### config.mk
export PLATFORM = sky130hd
export DESIGN_NAME = eq_cmd_rx
export DESIGN_NICKNAME = d
export VERILOG_FILES = /design/src/rtl/eqrx_pkg.sv /design/src/rtl/eqrx_sync.sv /design/src/rtl/eqrx_shift.sv /design/src/rtl/eqrx_bank.sv /design/src/rtl/eq_cmd_rx.sv
export SDC_FILE = /design/constraint.sdc
export NUM_CORES = 1
export LEC_CHECK = 0
export ABC_AREA = 1
export ABC_CLOCK_PERIOD_IN_PS = 1600
export CAP_MARGIN = 20
export CELL_PAD_IN_SITES_DETAIL_PLACEMENT = 0
export CELL_PAD_IN_SITES_GLOBAL_PLACEMENT = 1
export CORE_MARGIN = 2
export CORE_UTILIZATION = 31
export DETAILED_ROUTE_END_ITERATION = 8
export PLACE_DENSITY = 0.83
export SYNTH_ARGS = -nofsm -noshare
export SYNTH_HDL_FRONTEND = slang
export SYNTH_SLANG_ARGS = --single-unit
### constraint.sdc
create_clock -name clk -period 1.6 [get_ports clk]
set_input_delay 0.32 -clock clk [delete_from_list [all_inputs] [get_ports clk]]
set_output_delay 0.32 -clock clk [all_outputs]
set_load 0.005 [all_outputs]
### src/rtl/eqrx_pkg.sv
package eqrx_pkg;
    localparam int NUM_BANDS   = 14;
    localparam int TAP_W       = 6;
    localparam int WORD_W      = TAP_W + 2;
    localparam int CODE_W      = 4;
    localparam int SYNC_STAGES = 2;
    localparam int VEC_W       = NUM_BANDS * TAP_W;

    localparam int KIND_BIT  = WORD_W - 1;
    localparam int BOOST_BIT = WORD_W - 2;
    localparam int RNG_A_BIT = 5;
    localparam int RNG_B_BIT = 4;

    typedef enum logic {
        WK_GAIN = 1'b0,
        WK_BAND = 1'b1
    } word_kind_t;

    typedef struct packed {
        logic             boost;
        logic [TAP_W-1:0] taps;
    } band_cfg_t;

    function automatic logic code_valid(input logic [CODE_W-1:0] c);
        return (c != '0) && (int'(c) <= NUM_BANDS);
    endfunction

    function automatic word_kind_t kind_of(input logic [WORD_W-1:0] w);
        return word_kind_t'(w[KIND_BIT]);
    endfunction
endpackage

### src/rtl/eqrx_sync.sv
module eqrx_sync #(
    parameter int STAGES = eqrx_pkg::SYNC_STAGES
) (
    input  logic clk,
    input  logic rst,
    input  logic async_in,
    output logic level,
    output logic rise
);
    logic [STAGES-1:0] chain;
    logic              prev;

    generate
        for (genvar s = 0; s < STAGES; s++) begin : g_stage
            if (s == 0) begin : g_first
                always_ff @(posedge clk) begin
                    if (rst) chain[0] <= 1'b0;
                    else     chain[0] <= async_in;
                end
            end else begin : g_next
                always_ff @(posedge clk) begin
                    if (rst) chain[s] <= 1'b0;
                    else     chain[s] <= chain[s-1];
                end
            end
        end
    endgenerate

    always_ff @(posedge clk) begin
        if (rst) prev <= 1'b0;
        else     prev <= chain[STAGES-1];
    end

    assign level = chain[STAGES-1];
    assign rise  = chain[STAGES-1] & ~prev;
endmodule

### src/rtl/eqrx_shift.sv
module eqrx_shift #(
    parameter int W = eqrx_pkg::WORD_W
) (
    input  logic         clk,
    input  logic         rst,
    input  logic         shift_en,
    input  logic         din,
    output logic [W-1:0] word
);
    always_ff @(posedge clk) begin
        if (rst)           word <= '0;
        else if (shift_en) word <= {din, word[W-1:1]};
    end

    // the newest bit always enters at the top, so the first bit ends in bit 0
    p_shift_in_r2: assert property (@(posedge clk) disable iff (rst)
        shift_en |=> (word[W-1] == $past(din)) && (word[W-2:0] == $past(word[W-1:1])));
    p_shift_idle_r3: assert property (@(posedge clk) disable iff (rst)
        !shift_en |=> $stable(word));
endmodule

### src/rtl/eqrx_bank.sv
module eqrx_bank
    import eqrx_pkg::*;
(
    input  logic              clk,
    input  logic              rst,
    input  logic              commit,
    input  logic [WORD_W-1:0] word,
    output logic [VEC_W-1:0]  boost_en,
    output logic [VEC_W-1:0]  cut_en,
    output logic              range_half_a,
    output logic              range_half_b
);
    band_cfg_t         cfg [NUM_BANDS];
    logic [CODE_W-1:0] sel_code;
    logic              is_band, is_gain, hit_valid;

    always_comb begin
        is_band   = commit && (kind_of(word) == WK_BAND);
        is_gain   = commit && (kind_of(word) == WK_GAIN);
        hit_valid = is_gain && code_valid(sel_code);
    end

    always_ff @(posedge clk) begin
        if (rst) begin
            sel_code     <= '0;
            range_half_a <= 1'b0;
            range_half_b <= 1'b0;
        end else if (is_band) begin
            sel_code     <= word[CODE_W-1:0];
            range_half_a <= word[RNG_A_BIT];
            range_half_b <= word[RNG_B_BIT];
        end
    end

    generate
        for (genvar b = 0; b < NUM_BANDS; b++) begin : g_band
            logic wr_here;
            assign wr_here = hit_valid && (int'(sel_code) == b + 1);

            always_ff @(posedge clk) begin
                if (rst) begin
                    cfg[b] <= '0;
                end else if (wr_here) begin
                    cfg[b].taps  <= word[TAP_W-1:0];
                    cfg[b].boost <= word[BOOST_BIT];
                end
            end

            assign boost_en[b*TAP_W +: TAP_W] = cfg[b].boost ? cfg[b].taps : '0;
            assign cut_en[b*TAP_W +: TAP_W]   = cfg[b].boost ? '0 : cfg[b].taps;

            p_one_side_r9: assert property (@(posedge clk) disable iff (rst)
                !((|boost_en[b*TAP_W +: TAP_W]) && (|cut_en[b*TAP_W +: TAP_W])));
        end
    endgenerate

    p_range_load_r4: assert property (@(posedge clk) disable iff (rst)
        is_band |=> (range_half_a == $past(word[RNG_A_BIT]))
                 && (range_half_b == $past(word[RNG_B_BIT])));
    p_band_word_keeps_gain_r10: assert property (@(posedge clk) disable iff (rst)
        is_band |=> $stable(boost_en) && $stable(cut_en));
    p_gain_keeps_sel_r8: assert property (@(posedge clk) disable iff (rst)
        is_gain |=> $stable(sel_code) && $stable(range_half_a) && $stable(range_half_b));
    p_no_sel_no_write_r7: assert property (@(posedge clk) disable iff (rst)
        (is_gain && !code_valid(sel_code)) |=> $stable(boost_en) && $stable(cut_en));
endmodule

### src/rtl/eq_cmd_rx.sv
module eq_cmd_rx
    import eqrx_pkg::*;
(
    input  logic             clk,
    input  logic             rst,
    input  logic             ser_clk,
    input  logic             ser_data,
    input  logic             ser_strobe,
    output logic [VEC_W-1:0] boost_en,
    output logic [VEC_W-1:0] cut_en,
    output logic             range_half_a,
    output logic             range_half_b
);
    logic              sclk_lvl, sclk_rise;
    logic              sdat_lvl, sdat_rise;
    logic              stb_lvl, stb_rise;
    logic [WORD_W-1:0] shreg;

    eqrx_sync #(.STAGES(SYNC_STAGES)) u_sync_clk (
        .clk(clk), .rst(rst), .async_in(ser_clk), .level(sclk_lvl), .rise(sclk_rise));
    eqrx_sync #(.STAGES(SYNC_STAGES)) u_sync_dat (
        .clk(clk), .rst(rst), .async_in(ser_data), .level(sdat_lvl), .rise(sdat_rise));
    eqrx_sync #(.STAGES(SYNC_STAGES)) u_sync_stb (
        .clk(clk), .rst(rst), .async_in(ser_strobe), .level(stb_lvl), .rise(stb_rise));

    eqrx_shift #(.W(WORD_W)) u_shift (
        .clk(clk), .rst(rst), .shift_en(sclk_rise), .din(sdat_lvl), .word(shreg));

    eqrx_bank u_bank (
        .clk(clk), .rst(rst), .commit(stb_rise), .word(shreg),
        .boost_en(boost_en), .cut_en(cut_en),
        .range_half_a(range_half_a), .range_half_b(range_half_b));

    p_outputs_hold_r3: assert property (@(posedge clk) disable iff (rst)
        !stb_rise |=> $stable(boost_en) && $stable(cut_en)
                   && $stable(range_half_a) && $stable(range_half_b));
    p_reset_flat_r1: assert property (@(posedge clk)
        $past(rst) |-> (boost_en == '0) && (cut_en == '0) && !range_half_a && !range_half_b);
endmodule

**After elaboration in Yosys (flattened, before gate mapping)**

Memories as Yosys holds them, arrays and structs flattened.
Cells that the tools add are included.

- Input port bits: 5
- Register bits after elaboration: 22
- Memories kept: 1
- RAM bits: 98
- Logic and storage cells: 180

Memory list:

| name | words | bits a word | rd ports | clocked after memory_dff | wr ports | line | text |
|---|---|---|---|---|---|---|---|
| u_bank.cfg | 14 | 7 | 14 | 0 | 14 | eqrx_bank.sv:13 | `band_cfg_t cfg [NUM_BANDS];` |

- Equal/unequal tests: 14
- Mux-type cells: 100
- Order comparisons: 1
- Bitwise operators: 33
- Reductions and logical operators: 19

Operator list:

| kind | number |
|---|---|
| $mux 6 | 42 |
| $mux 1 | 58 |
| $eq 4x4->1 const B | 8 |
| $or 1x1->1 | 28 |
| $logic_and 1x1->1 | 18 |
| $eq 4x3->1 const B | 4 |
| $eq 4x2->1 const B | 2 |
| $le 4x4->1 const B | 1 |
| $reduce_bool 4->1 | 1 |
| $not 1->1 | 3 |
| $and 1x1->1 | 2 |

**Depth between registers and ports, before layout**

- Word-level depth: 9
- Depth in mapped cells: 8
- Gate-level depth less buffers: 7

**Hierarchy**

Synthesis repeated with hierarchy kept, for this count alone.

- Cell total of the unflattened synthesis: 745
- Area total of the unflattened synthesis: 5,926.9 µm²

Modules (own cells, without submodules):

| module | cells each | instances | seq. area each (µm²) | area each (µm²) |
|---|---|---|---|---|
| eqrx_bank | 664 | 1 | 3,062.9 | 5,320.1 |
| eqrx_shift | 51 | 1 | 160.2 | 347.8 |
| eqrx_sync | 10 | 3 | 60.1 | 86.3 |

**Least setup slack after synthesis**

OpenSTA, ideal clock, no wires.

- Kind: register -> register
- From: reg u_shift.word[7]
- To: mem u_bank.cfg[0][42] in the netlist's numbering (enable)
- Period minus slack after synthesis: 1.770 ns
- Setup time: 0.381 ns
- Required time: 1.219 ns
- Setup slack: -0.170 ns
- Arrival time: 1.390 ns
- Buffers on the path: 0
- Cell stages (with the launch flop): 5
- Cells stage by stage: dfxtp_1 > nand3b_1 > nor2_1 > inv_1 > o21ai_0

RTL lines:

| item | line | text |
|---|---|---|
| from (decl) | eqrx_shift.sv:8 | `output logic [W-1:0] word` |
| from (signal assigned) | eqrx_shift.sv:12 | `else if (shift_en) word <= {din, word[W-1:1]};` |
| to (decl) | eqrx_bank.sv:13 |  |

==> results.json <==
{
  "grt_max_degree": 31,
  "grt_antenna_before_repair": 0,
  "rsz0062_at_grt": "yes",
  "die_w_um": 140,
  "cts_tree": "done",
  "dieArea_um2": 19500,
  "syn-num-nets": 720,
  "ys_async_sr_fraction": 0,
  "critPathSlowestCell": "edfxtp_1",
  "endpoint_kind": "primary output",
  "synth_largest_area_cell": "edfxtp_1",
  "worst_pin_slew_ns": 0.605,
  "grt_pass1_vias": 4919,
  "max_cap_viol_count": 0,
  "critPathMostFrequentCell": "buf_6",
  "antenna_cells": 0,
  "path_cells": "buf_6, buf_6, buf_6, nand2_2, inv_2, buf_6",
  "yosysSeqAreaShare": 0.592,
  "htree_levels": 4,
  "yosysTopAreaCellShare": 0.515,
  "routedWlPerCell_um": 13.5,
  "synthTopCellsByCount": "nor2_1, inv_1, nand2_1",
  "syn_area_per_cell_um2": 8.00,
  "min_period_ns": 1.75,
  "cp_top_family": "buffers and inverters",
  "grt_use_total": 0.165,
  "multi_input_area_um2": 2000,
  "yosysMostFrequentCell": "nor2_1",
  "slew_violations": 0,
  "worst-setup-path-type": "reg2out",
  "netSwitchingPower_mw": 1.78,
  "drive_gt1_frac": 0.466,
  "clockRootBuffer": "clkbuf_16",
  "worstPathRequired_ns": 1.28,
  "vias_per_cell": 4.27,
  "nets": 991,
  "dp_hpwl_um": 10900,
  "cpPeakStageDelay_ns": 0.44,
  "core_um2": 18000,
  "final.setup_skew_ns": 0.00769,
  "outcome": "finished with violations",
  "worstSkewPairLatency_ns": 0.42,
  "drtAntennaViolNets": 0,
  "finalNonFillerCells": 1228,
  "ctsHoldBuffers": 0,
  "intPower_mw": 6.45,
  "n_fill_cell": 1696,
  "synth_edf_count": 98,
  "crit_buf_inv": 5,
  "firstDrtPassIters": 4,
  "synthToLayoutAreaGrowth_pct": 61.2,
  "cp.arrival_ns": 1.43,
  "yosys-top-cells-area": "edfxtp_1, nor2_1, inv_1",
  "synthCells": 715,
  "path_clk_slew_ns": 0.05,
  "p_clk_frac": 0.477,
  "start_kind": "flop",
  "yosys_warnings": 0,
  "synthFlopType": "edfxtp_1",
  "switching_share": 0.216,
  "synth_area_um2": 5720,
  "initial_core_util": 0.317,
  "rows": 49,
  "hold_viol_final": 0,
  "die_h_um": 140,
  "setup_viol": 65,
  "fin_crit_sh": 1.09,
  "final_cell_area_um2": 9220,
  "dr_total_vias": 5241,
  "dp.cells": 1127,
  "power.leakage_nw": 4.73,
  "powerDensity_nw_per_um2": 893,
  "fin_ws_ns": -0.146,
  "ys_seq_elements": 120,
  "clock_sinks": 120,
  "violations": "setup timing",
  "worst-path-max-fanout": 3,
  "seqCellArea_um2": 3380,
  "grt_pass1_wl_um": 25200,
  "placed_area_um2": 7960,
  "synth_cell_type_count": 16,
  "ios": 175,
  "wl_um": 16600,
  "gr-total-overflow": 0,
  "drt-initial-drc-count": 246,
  "p_comb_frac": 0.091,
  "p_seq_frac": 0.432,
  "drc": 0,
  "maxClockFrequency_ghz": 0.573,
  "maxSlewHeadroom": 0.594,
  "irDropWorstVdd_v": 0.000712,
  "numPortBuffers": 174,
  "cts_buffer_depth": 2,
  "routabilityCongestion": 0.793,
  "hold_class": "reg2reg",
  "cts_made_buffers": 17
}
-- cell families (layout without fill, tap and decap cells) --
family                 after synthesis  after routing  share of synthesized area
AND/OR/NAND/NOR                    336            336                      0.229
buffers and inverters              228            512                      0.152
AO/OA/AOI/OAI                       31             31                     0.0276
flip-flops                         120            120                      0.592
-- worst min-delay path, stage by stage (launching register included) --
cell and delay [ns]:
dfxtp_1 0.29, inv_1 0.04, nor2_1 0.03
-- stage by stage --
step	hold WS [ns]	power (mW)	setup TNS [ns]	util	setup WS, ns
floorplan	0.388	3.83	-3.67	-	-0.170
CTS	0.404	8.20	-5.47	0.495	-0.154
finish	0.401	8.23	-2.99	0.511	-0.146
global placement	0.391	4.23	-12.77	0.442	-0.117
global route	0.423	8.50	-7.40	0.511	-0.189
detailed placement	0.394	4.24	-16.07	0.442	-0.168
-- final timing paths --
kind | depth (start not counted) | to | from | slack [ns]
worst max-delay path | 6 | boost_en[2] | u_bank.cfg[0][6] | -0.15
worst max register to register | 7 | u_bank.cfg[1][5] | u_shift.word[7] | 0.05
worst min register to register | 2 | u_sync_dat.level | u_sync_dat.chain[0] | 0.40
worst min-delay path | 2 | u_sync_dat.level | u_sync_dat.chain[0] | 0.40
-- final cells by class --
| cell class | count | share of cell area |
|---|---|---|
| inverter | 199 | 0.0811 |
| timing repair buffer | 281 | 0.235 |
| tap | 229 | 0.0311 |
| multi-input combinational | 367 | 0.217 |
| clock buffer | 28 | 0.0631 |
| clock inverter | 4 | 0.00516 |
| sequential | 120 | 0.367 |
-- registers in the layout, summed over array words and instances (netlist names) --
name                 cells
u_bank.cfg              98
u_shift.word             8
u_bank.sel_code          4
u_bank.range_half_a      1
u_bank.range_half_b      1
u_sync_clk.chain         1
u_sync_clk.level         1
u_sync_clk.prev          1
u_sync_dat.chain         1
u_sync_dat.level         1
u_sync_stb.chain         1
u_sync_stb.level         1
u_sync_stb.prev          1
-- layer usage --
metal | up-vias | part of all wire | GRT usage
met4 | 0 | 0.027 | 0.0674
met3 | 34 | 0.044 | 0.0430
met1 | 2445 | 0.41 | 0.193
met5 | - | 0 | 0
met2 | 125 | 0.52 | 0.287
li1 | 2637 | - | -
-- what timing repair did --
item / CTS / global route
gates resized for setup: 700 / 246
cloned: 1 / 2
pin swaps: 54 / 15
setup buffers: 68 / 10
endpoints found under the setup margin: 242 / 299
-- power groups by stage --
stage               registers, mW  clock network [mW]  logic (mW)
floorplan                    3.58                   0       0.256
global placement             3.62                   0       0.608
detailed placement           3.63                   0       0.613
CTS                          3.54                3.97       0.693
global route                 3.57                4.12       0.812
finish                       3.56                3.93       0.745
-- cells in the final DEF (no fill, tap or decap), drive strengths merged --
cell type	count
buf	229
nor2	208
inv	199
nand2	112
edfxtp	98
clkbuf	74
dfxtp	22
o21ai	17
a21oi	13
nand3	12
clkdlybuf4s50	4
nand4	3
clkinv	3
dlygate4sd2	2
nand3b	1
o31ai	1
bufinv	1
Power figures use the tool's default switching activity.
